$ cat config.mk
export PLATFORM = sky130hd
export DESIGN_NAME = irdu_dispatch
export DESIGN_NICKNAME = d
export VERILOG_FILES = /design/src/rtl/irdu_pkg.sv /design/src/rtl/irdu_first_set.sv /design/src/rtl/irdu_entry_sel.sv /design/src/rtl/irdu_dispatch.sv
export SDC_FILE = /design/constraint.sdc
export NUM_CORES = 1
export LEC_CHECK = 0
export ABC_AREA = 0
export CORE_AREA = 4 4 230 232
export DETAILED_ROUTE_END_ITERATION = 7
export DIE_AREA = 0 0 234 236
export HOLD_SLACK_MARGIN = 0.05
export PLACE_DENSITY = 0.4
export SLEW_MARGIN = 20
export SYNTH_ARGS = -nofsm -noshare
export SYNTH_HDL_FRONTEND = slang
export SYNTH_HIERARCHICAL = 1
export SYNTH_SLANG_ARGS = --single-unit
$ cat constraint.sdc
create_clock -name clk -period 6.01 [get_ports clk]
set_input_delay 1.202 -clock clk [delete_from_list [all_inputs] [get_ports clk]]
set_output_delay 1.202 -clock clk [all_outputs]
set_load 0.02 [all_outputs]
$ cat src/rtl/irdu_pkg.sv
package irdu_pkg;

    localparam int DEST_W = 8;
    localparam int VEC_W  = 8;

    typedef enum logic [2:0] {
        DLV_FIXED  = 3'b000,
        DLV_LOWPRI = 3'b001,
        DLV_SMI    = 3'b010,
        DLV_RSV_A  = 3'b011,
        DLV_NMI    = 3'b100,
        DLV_INIT   = 3'b101,
        DLV_RSV_B  = 3'b110,
        DLV_EXTINT = 3'b111
    } dlv_e;

    typedef struct packed {
        logic [DEST_W-1:0] dest;
        logic              mask;
        logic              trig;
        logic              pol;
        logic              dmode;
        logic [2:0]        dlv;
        logic [VEC_W-1:0]  vec;
    } redir_ent_t;

    localparam int ENTRY_W = $bits(redir_ent_t);

    typedef enum logic [1:0] {
        ST_IDLE = 2'd0,
        ST_VEC  = 2'd1,
        ST_SEND = 2'd2
    } disp_st_e;

    function automatic logic dlv_reserved(input logic [2:0] m);
        return (m == DLV_RSV_A) || (m == DLV_RSV_B);
    endfunction

endpackage

$ cat src/rtl/irdu_first_set.sv
module irdu_first_set #(
    parameter int W  = 8,
    parameter int IW = (W > 1) ? $clog2(W) : 1
) (
    input  logic [W-1:0]  vec_i,
    output logic          found_o,
    output logic [IW-1:0] idx_o
);
    always_comb begin
        found_o = |vec_i;
        idx_o   = '0;
        for (int i = W - 1; i >= 0; i--) begin
            if (vec_i[i]) idx_o = IW'(i);
        end
    end
endmodule

$ cat src/rtl/irdu_entry_sel.sv
module irdu_entry_sel
    import irdu_pkg::*;
#(
    parameter int N  = 24,
    parameter int IW = (N > 1) ? $clog2(N) : 1
) (
    input  logic [N*ENTRY_W-1:0] tbl_i,
    input  logic [IW-1:0]        idx_i,
    output redir_ent_t           ent_o
);
    redir_ent_t ent_arr [N];

    for (genvar g = 0; g < N; g++) begin : g_slice
        assign ent_arr[g] = redir_ent_t'(tbl_i[g*ENTRY_W +: ENTRY_W]);
    end

    assign ent_o = ent_arr[idx_i];
endmodule

$ cat src/rtl/irdu_dispatch.sv
module irdu_dispatch
    import irdu_pkg::*;
#(
    parameter int NUM_LINES = 24,
    parameter int LINE_W    = 5
) (
    input  logic                          clk,
    input  logic                          rst_n,
    input  logic                          req_valid_i,
    input  logic [LINE_W-1:0]             req_line_i,
    input  logic [NUM_LINES*ENTRY_W-1:0]  tbl_i,
    output logic                          ext_vec_req_o,
    input  logic                          ext_vec_ack_i,
    input  logic [VEC_W-1:0]              ext_vec_i,
    output logic                          msg_valid_o,
    input  logic                          msg_ready_i,
    output logic [DEST_W-1:0]             msg_dest_o,
    output logic [VEC_W-1:0]              msg_vec_o,
    output logic [2:0]                    msg_dlv_o,
    output logic                          msg_dmode_o,
    output logic                          msg_level_o,
    output logic                          msg_trig_o,
    output logic                          busy_o,
    output logic                          err_line_o,
    output logic                          err_mode_o
);
    localparam int PIW = (NUM_LINES > 1) ? $clog2(NUM_LINES) : 1;
    localparam int DIW = $clog2(DEST_W);
    localparam logic [LINE_W:0] LINE_LIMIT = (LINE_W+1)'(NUM_LINES);

    typedef struct packed {
        disp_st_e              st;
        logic [NUM_LINES-1:0]  pend;
        redir_ent_t            ent;
        logic [DEST_W-1:0]     rem;
        logic                  err_line;
        logic                  err_mode;
    } disp_state_t;

    disp_state_t state_d, state_q;

    logic             pend_found;
    logic [PIW-1:0]   pend_idx;
    redir_ent_t       sel_ent;
    logic             scan_found;
    logic [DIW-1:0]   scan_idx;

    irdu_first_set #(.W(NUM_LINES), .IW(PIW)) u_pend_pick (
        .vec_i   (state_q.pend),
        .found_o (pend_found),
        .idx_o   (pend_idx)
    );

    irdu_entry_sel #(.N(NUM_LINES), .IW(PIW)) u_ent_sel (
        .tbl_i (tbl_i),
        .idx_i (pend_idx),
        .ent_o (sel_ent)
    );

    irdu_first_set #(.W(DEST_W), .IW(DIW)) u_dest_scan (
        .vec_i   (state_q.rem),
        .found_o (scan_found),
        .idx_o   (scan_idx)
    );

    always_comb begin
        logic [NUM_LINES-1:0] set_v;
        logic [NUM_LINES-1:0] clr_v;
        logic [DEST_W-1:0]    rem_next;

        state_d          = state_q;
        state_d.err_mode = 1'b0;
        state_d.err_line = req_valid_i && ({1'b0, req_line_i} >= LINE_LIMIT);
        clr_v            = '0;
        rem_next         = state_q.rem;

        for (int i = 0; i < NUM_LINES; i++) begin
            set_v[i] = req_valid_i && ({1'b0, req_line_i} == (LINE_W+1)'(i));
        end

        case (state_q.st)
            ST_IDLE: begin
                if (pend_found) begin
                    clr_v[pend_idx] = 1'b1;
                    state_d.ent     = sel_ent;
                    state_d.rem     = sel_ent.dest;
                    if (sel_ent.mask) begin
                        state_d.st = ST_IDLE;
                    end else if (dlv_reserved(sel_ent.dlv)) begin
                        state_d.err_mode = 1'b1;
                    end else if (sel_ent.dmode && (sel_ent.dest == '0)) begin
                        state_d.st = ST_IDLE;
                    end else if (sel_ent.dlv == DLV_EXTINT) begin
                        state_d.st = ST_VEC;
                    end else begin
                        state_d.st = ST_SEND;
                    end
                end
            end
            ST_VEC: begin
                if (ext_vec_ack_i) begin
                    state_d.ent.vec = ext_vec_i;
                    state_d.st      = ST_SEND;
                end
            end
            ST_SEND: begin
                if (msg_ready_i) begin
                    if (!state_q.ent.dmode) begin
                        state_d.st = ST_IDLE;
                    end else begin
                        rem_next    = state_q.rem & ~(DEST_W'(1) << scan_idx);
                        state_d.rem = rem_next;
                        if (rem_next == '0) state_d.st = ST_IDLE;
                    end
                end
            end
            default: state_d.st = ST_IDLE;
        endcase

        state_d.pend = (state_q.pend & ~clr_v) | set_v;
    end

    always_ff @(posedge clk or negedge rst_n) begin
        if (!rst_n) begin
            state_q    <= '0;
            state_q.st <= ST_IDLE;
        end else begin
            state_q <= state_d;
        end
    end

    assign busy_o        = (state_q.st != ST_IDLE);
    assign ext_vec_req_o = (state_q.st == ST_VEC);
    assign msg_valid_o   = (state_q.st == ST_SEND);
    assign msg_dest_o    = state_q.ent.dmode ? (scan_found ? DEST_W'(scan_idx) : '0)
                                             : state_q.ent.dest;
    assign msg_vec_o     = state_q.ent.vec;
    assign msg_dlv_o     = state_q.ent.dlv;
    assign msg_dmode_o   = state_q.ent.dmode;
    assign msg_level_o   = state_q.ent.pol;
    assign msg_trig_o    = state_q.ent.trig;
    assign err_line_o    = state_q.err_line;
    assign err_mode_o    = state_q.err_mode;

endmodule

# Word level (Yosys, flattened, before mapping)
# Cells that the tools add are included.
[totals] register_bits=58 in_bits=570 output_inout_bits=27 elab_cells=158
[classes] order_cmp=4 n_eq_ne=34 shift=1 mux=61 bitwise=6 n_reduce_logical=41
[op_table] op="5-bit 2-to-1 mux" n=24
[op_table] op="23-bit binary-select mux with 5-bit select" n=1
[op_table] op="24-bit 2-to-1 mux" n=2
[op_table] op="23-bit 2-to-1 mux" n=2
[op_table] op="5-bit by 4-bit == test with 1-bit output, second input constant" n=8
[op_table] op="5-bit == test, second input constant" n=8
[op_table] op="8-bit 2-to-1 mux" n=4
[op_table] op="8-bit one-hot mux with 2 select lines" n=2
[op_table] op="1-bit logical AND" n=27
[op_table] op="3-bit 2-to-1 mux" n=9
[op_table] op="24-bit AND" n=1
[op_table] op="24-bit NOT" n=1
[op_table] op="24-bit OR" n=1
[op_table] op="24-bit OR reduction" n=1
[op_table] op="5-bit by 3-bit == test with 1-bit output, second input constant" n=4
[op_table] op="2-bit 2-to-1 mux" n=9
[op_table] op="8-bit zero test" n=2
[op_table] op="16-bit 2-to-1 mux" n=1
[op_table] op="5-bit by 2-bit == test with 1-bit output, second input constant" n=2
[op_table] op="8-bit AND" n=1
[op_table] op="8-bit NOT" n=1
[op_table] op="8-bit OR reduction" n=1
[op_table] op="1-bit by 3-bit << shifter with 8-bit output, first input constant" n=1
[op_table] op="3-bit == test, second input constant" n=2
[op_table] op="24 further kinds" n=32

# Logic depth before layout (Yosys ltp)
# Gate-level depths: netlist (run 1).
[depth] ltp_word=35 ltp_mapped=16 depth_no_buf=12

# By module
# The synthesis (run 1) kept the hierarchy.
[modules_own_cells] mod="irdu_entry_sel" n_inst=1 cells_per_inst=520 area_each_um2=4693.3 seq_area_each_um2=0.0
[modules_own_cells] mod="irdu_dispatch" n_inst=1 cells_per_inst=306 area_each_um2=2816.5 seq_area_each_um2=1451.4
[modules_own_cells] mod="irdu_first_set at u_pend_pick" n_inst=1 cells_per_inst=48 area_each_um2=309.0 seq_area_each_um2=0.0
[modules_own_cells] mod="irdu_first_set at u_dest_scan" n_inst=1 cells_per_inst=13 area_each_um2=81.3 seq_area_each_um2=0.0

# Worst setup path after synthesis (run 1)
# No wires, ideal clock.
[synth_timing] path_type="register to register" startpoint="reg state_q[49] (netlist bit)" endpoint="reg state_q[58] (netlist bit)" setup_time_ns=0.095 t_arrival_ns=3.703 t_required_ns=5.915 path_slack_ns=2.212 stages_incl_launch_ff=16 n_path_buf=3 synth_period_minus_slack_ns=3.798 cell_sequence="dfrtp_1 > or4_4 > o21ai_2 > a21oi_1 > nor4b_2 > buf_2 > nor2b_1 > buf_1 > clkbuf_1 > a22oi_1 > nand3_1 > o211ai_1 > xor2_1 > a221o_1 > o41a_1 > o31ai_1"
[synth_lines] element="start, declared" line="irdu_dispatch.sv:40" text="disp_state_t state_d, state_q;"
[synth_lines] element="start signal, assigned" line="irdu_dispatch.sv:128" text="state_q <= state_d;"

==> results_dict.tcl, run 1 <==
set metrics [dict create \
    status "completed" \
    setup_tns_ns 0 \
    ys_warn_count 6 \
    io_buffer_count 596 \
    critPathBufInv 1 \
    netlist-cell-type-count 61 \
    end_kind "flop" \
    ys_async_sr_fraction 1.00 \
    cts_max_level 3 \
    grt_antenna_before_repair 21 \
    die_h_um 236 \
    maxSlewHeadroom 0.302 \
    post_cts_buffers 0 \
    hold_violations 0 \
    drv_slew 0 \
    holdWs_ns 0.479 \
    routedWlPerCell_um 26.8 \
    dieArea_um2 55200 \
    syn_to_final_growth_pct 86.4 \
    setup_viol_count_final 0 \
    hold_path.class "flop to flop" \
    tightest_slew_ns 1.04 \
    syn_inst 887 \
    routed_wl_um 56900 \
    core-area_um2 51000 \
    worstSetupPathType "flop to flop" \
    ys_ff_latch 58 \
    hold_buffers 0 \
    ant_nets 0 \
    cts.sinks 58 \
    syn_avg_cell_area_um2 8.91 \
    grt.overflow.total 0 \
    critPathSlowestCell "nor2_4" \
    slowest_delay_ns 0.81 \
    synth_ff_type "dfrtp_1" \
    vias 9743 \
    grt_setup_unrepaired "false" \
    cts_root_buffer "clkbuf_16" \
    place_congestion 0.871 \
    syn_area_um2 7900 \
    seq_area_frac_synth 0.184 \
    cp.arrival_ns 4.85 \
    die_width_um 234 \
    power_density_nw_per_um2 554 \
    final_nets 2003 \
    grt_max_degree 77 \
    grt_pass1_vias 10400 \
    drc_errors 0 \
    worstPathCellList "nor4_1 -> o21ai_2 -> a21oi_1 -> nor4b_4 -> buf_4 -> nor2_4 -> a221oi_1 -> a22oi_1 -> o211ai_1 -> xor2_1 -> a221o_1 -> o41a_1 -> o31ai_1" \
    peakVddDrop_mv 0.378 \
    groute.usage.overall 0.196 \
    cts_tree "built" \
    n_fill_cell 5422 \
    syn_nets 1457 \
    p_leak_uw 0.00550 \
    drive_above_1_share 0.0737 \
    path_delay_family "compound AO/OA/AOI/OAI gates" \
    post_cts_resized 0 \
    clkTransAtPathRegs_ns 0.06 \
    clock-skew-final_ns 0.00977 \
    dp.final_hpwl_um 48600 \
    initial_core_util 0.155 \
    layout_min_cycle_time_ns 4.61 \
    fmax_ghz 0.217 \
    synth_edf_count 0 \
    clockBufferDepth 2 \
    period_share 0.767 \
    path_max_fanout 34 \
    cp_data_required_time_ns 6.25 \
    drt_first_pass_iters 7 \
    cts-buffers-inserted 9 \
    grt_pass1_wl_um 77900 \
    drt_iter0_drc 498 \
    cap_violations 0 \
    viasPerCell 4.58 \
    io_pins 597 \
    num_rows 83 \
    crit_path_start_kind "flop" \
    clkLatencyLatePin_ns 0.34 \
]
per-layer routing:
layer,global-route usage,part of all wire,vias up
met5,0,0.0025,-
met4,0.0317,0.0073,22
met3,0.0591,0.079,41
met2,0.337,0.49,419
met1,0.246,0.42,4724
li1,-,-,4537
cell usage in the layout (no fill, tap or decap), drive strengths merged, types with 2 or more instances in the layout:
cell           instances
a21oi                 28
a221oi                12
a22oi                 69
a31oi                  4
and3                   3
buf                   24
clkbuf                10
clkdlybuf4s50        595
clkinv                 2
clkinvlp               3
dfrtp                 58
diode                  8
inv                   12
mux2i                193
mux4                  46
nand2                 76
nand2b                28
nand3                 69
nand3b                 4
nor2                  30
nor2b                 16
nor3                   6
nor3b                  3
nor4                   8
nor4b                  3
o211ai                25
o21ai                 75
o21bai                 5
o311ai                 2
o31ai                  3
or2                    2
or3                    3
or3b                   3
cells in the mapped netlist (all sizes together), types with 11 or more instances:
cell type,instances,area share
a21oi,28,0.018
a221oi,12,0.013
a22oi,69,0.066
buf,57,0.056
clkbuf,27,0.013
dfrtp,58,0.18
inv,11,0.0052
mux2i,193,0.24
mux4,46,0.13
nand2,76,0.036
nand2b,28,0.022
nand3,69,0.044
nor2,30,0.014
nor2b,16,0.013
o211ai,25,0.024
o21ai,75,0.048
cells by family (layout without fill, tap and decap cells):
kind of cell           Yosys count  count (layout)  share of synthesized area
XOR/XNOR                         1               1                    0.00111
AND/OR/NAND/NOR                263             263                      0.174
buffers and inverters           95             646                     0.0741
AO/OA/AOI/OAI                  230             230                      0.190
other                            0               8                          0
flip-flops                      58              58                      0.184
multiplexers                   240             240                      0.377
through the flow:
| step | cells | power, uW | area [um2] | util | setup WS (ns) |
|---|---|---|---|---|---|
| 2_1_floorplan | 887 | 5620 | 7900 | - | 2.21 |
| 3_3_place_gp | 2102 | 7770 | 14400 | 0.283 | 1.45 |
| 3_5_place_dp | 2102 | 7810 | 14400 | 0.283 | 1.39 |
| 4_1_cts | 2118 | 8330 | 14700 | 0.288 | 1.37 |
| 5_1_grt | 2125 | 8790 | 14700 | 0.289 | 1.10 |
| 6_report | 2126 | 8160 | 14700 | 0.289 | 1.40 |
layout make-up:
class	count	area [um2]	share of cell area
inverters	11	41.3	0.00280
repair buffers	619	6160	0.418
clock buffers	10	239	0.0162
clock inverters	6	41.3	0.00280
multi-input cells	734	5920	0.402
diodes	8	20.0	0.00136
well taps	680	851	0.0578
flip-flops and latches	58	1450	0.0986
power breakdown:
part           switching [uW]  internal (uW)
sequential                163            563
clock                     211            290
combinational            3960           2970
total                    4340           3820
sequential cells by signal, summed over array words and instances, names as in the netlist:
| register | cells |
|---|---|
| msg_trig_o | 1 |
| msg_dlv_o | 3 |
| state_q | 42 |
| msg_vec_o | 8 |
| err_line_o | 1 |
| msg_level_o | 1 |
| msg_dmode_o | 1 |
| err_mode_o | 1 |
worst min-delay path, delay by kind of cell, from the launching register on:
family             cells  cell delay (ns)
and+or+nand+nor        1             0.05
DFF                    1             0.34
AOI/OAI and AO/OA      1             0.06
path summary, 6_finish.rpt:
| kind | depth (start not counted) | slack (ns) | from | end |
|---|---|---|---|---|
| setup / recovery | 13 | 1.40 | state_q[48] | state_q[58] |
| hold / removal | 2 | 0.48 | msg_vec_o[3] | msg_vec_o[3] |
| setup reg to reg | 13 | 1.40 | state_q[48] | state_q[58] |
| hold reg to reg | 2 | 0.48 | msg_vec_o[3] | msg_vec_o[3] |
| max in group asynchronous | 2 | 4.39 | rst_n | state_q[49] |
| min in group asynchronous | 2 | 1.04 | rst_n | err_line_o |
No activity file was read; power rests on OpenSTA's default activity.
==> inputs of run 2 (changes only) <==
- CORE_AREA: 4 4 230 232 -> 4 4 233 235
- DIE_AREA: 0 0 234 236 -> 0 0 237 239
- PLACE_DENSITY: 0.4 -> 0.39
- clock period: 6.01 -> 4.5 ns (I/O delays scaled with it)
==> run 2 against run 1 <==
Net effect: die area up 2.6%; first-iteration DRC count is 15% higher; wire length rose by 0.25%; sequential power grew 34%; largest power group unchanged.
==> results_dict.tcl, run 2 (same netlist as run 1, synthesis figures left out) <==
set metrics [dict create \
    routed_wl_um 57100 \
    dieArea_um2 56600 \
    tightest_slew_ns 0.751 \
    setup_viol_count_final 0 \
    dp.final_hpwl_um 49500 \
    drive_above_1_share 0.0807 \
    top_register "state_q" \
    reg2reg_depth 14 \
    routedWlPerCell_um 26.6 \
    timing.rr.start "state_q[55]" \
    clockBufferDepth 2 \
    utilization 0.286 \
    final_common_cell "clkdlybuf4s50_1" \
    cts_max_level 3 \
    cts-buffers-inserted 9 \
    ant_nets 0 \
    status "completed" \
    core-area_um2 52200 \
    grt_max_degree 42 \
    path_delay_family "compound AO/OA/AOI/OAI gates" \
    end_kind "flop" \
    drc_errors 0 \
    grt_pass1_wl_um 78000 \
    num_rows 84 \
    rrSetupSlack_ns 0.36 \
    post_cts_resized 0 \
    period_share 0.919 \
    regArea_um2 1450 \
    worst-path-stages 14 \
    hold_violations 0 \
    p_leak_uw 0.00561 \
    io_buffer_count 596 \
    grt.overflow.total 0 \
    clkLatencyLatePin_ns 0.34 \
    die_h_um 239 \
    n_fill_cell 5566 \
    initial_core_util 0.151 \
    post_cts_buffers 0 \
    min_path_cells 2 \
    layout_common_cells "clkdlybuf4s50_1 (595), mux2i_1 (193), nand2_1 (76), nand3_1 (69), a22oi_1 (69)" \
    grt_antenna_before_repair 18 \
    cts_tree "built" \
    vias 9757 \
    peakVddDrop_mv 0.556 \
    cp.arrival_ns 4.37 \
    syn_to_final_growth_pct 89.1 \
    cp_data_required_time_ns 4.74 \
    power_density_nw_per_um2 764 \
    critPathSlowestCell "mux2i_1" \
    viasPerCell 4.55 \
    io_pins 597 \
    cap_violations 0 \
    slowest_delay_ns 0.46 \
    worstPathCellList "nand2b_1 -> a221oi_1 -> o211ai_1 -> o211ai_1 -> buf_12 -> buf_12 -> mux2i_1 -> a22oi_1 -> nand3_1 -> o211ai_1 -> nor4b_1 -> a221o_1 -> o41a_1 -> o31ai_1" \
    hp-start "msg_vec_o[5]" \
    layout_min_cycle_time_ns 4.14 \
    worstSetupPathType "flop to flop" \
    die_width_um 237 \
    drv_slew 0 \
    crit_start "state_q[55]" \
    multi_input_area_um2 5920 \
    maxSlewHeadroom 0.493 \
    crit_path_start_kind "flop" \
    final_nets 2016 \
    cts_root_buffer "clkbuf_16" \
    path_max_fanout 41 \
    groute.usage.overall 0.192 \
    grt_setup_unrepaired "false" \
    place_congestion 0.902 \
    critPathBufInv 2 \
    clkTransAtPathRegs_ns 0.06 \
    cts.sinks 58 \
    hold_path.class "flop to flop" \
    setup_tns_ns 0 \
    path_common_cell "o211ai_1" \
    fmax_ghz 0.242 \
    largest_register_ffs 42 \
    hold_buffers 0 \
    clock-skew-final_ns 0.0102 \
    drt_iter0_drc 575 \
    drt_first_pass_iters 5 \
    grt_pass1_vias 10500 \
]
==> run 2: area by class of cell <==
class / count / area share
timing repair buffer: 632 / 0.425
multi-input combinational: 734 / 0.396
sequential: 58 / 0.0971
tap: 688 / 0.0576
clock buffer: 9 / 0.0151
clock inverter: 5 / 0.00544
inverter: 11 / 0.00276
antenna: 7 / 0.00117
==> run 2: per-stage QoR <==
step / std cells / power [uW] / setup slack [ns] / area, um2 / hold WS [ns]
6_report: 2144 / 11400 / 0.362 / 14900 / 0.481
5_1_grt: 2143 / 12200 / 0.125 / 14900 / 0.510
4_1_cts: 2137 / 11600 / 0.306 / 14900 / 0.484
3_5_place_dp: 2123 / 10800 / 0.359 / 14600 / 0.471
3_3_place_gp: 2123 / 10800 / 0.408 / 14600 / 0.468
2_1_floorplan: 887 / 7510 / 0.702 / 7900 / 0.438
==> run 2: worst paths after layout <==
check,endpoint
worst max-delay path,state_q[58]
worst min-delay path,msg_vec_o[5]
worst max register to register,state_q[58]
worst min register to register,msg_vec_o[5]
max in group asynchronous,state_q[40]
min in group asynchronous,msg_vec_o[3]
==> run 2: worst reg2reg max path: stages, from the launching register on <==
cell      delay, ns
dfrtp_1        0.40
nand2b_1       0.16
a221oi_1       0.29
o211ai_1       0.15
o211ai_1       0.42
buf_12         0.34
buf_12         0.34
mux2i_1        0.48
a22oi_1        0.18
nand3_1        0.11
o211ai_1       0.13
nor4b_1        0.19
a221o_1        0.37
o41a_1         0.42
o31ai_1        0.07
==> run 2: routing by layer <==
layer  part of all wire  vias up  routed length, um  GRT usage
li1                   -     4549                  -          -
met1               0.41     4754              23600      0.233
met2               0.51      402              28900      0.347
met3              0.074       32               4220     0.0550
met4             0.0038       20                218     0.0214
met5             0.0022        -                127          0
==> run 2: report_power, final <==
part           internal [uW]  switching [uW]
combinational           4240            5450
sequential               752             219
clock                    478             263
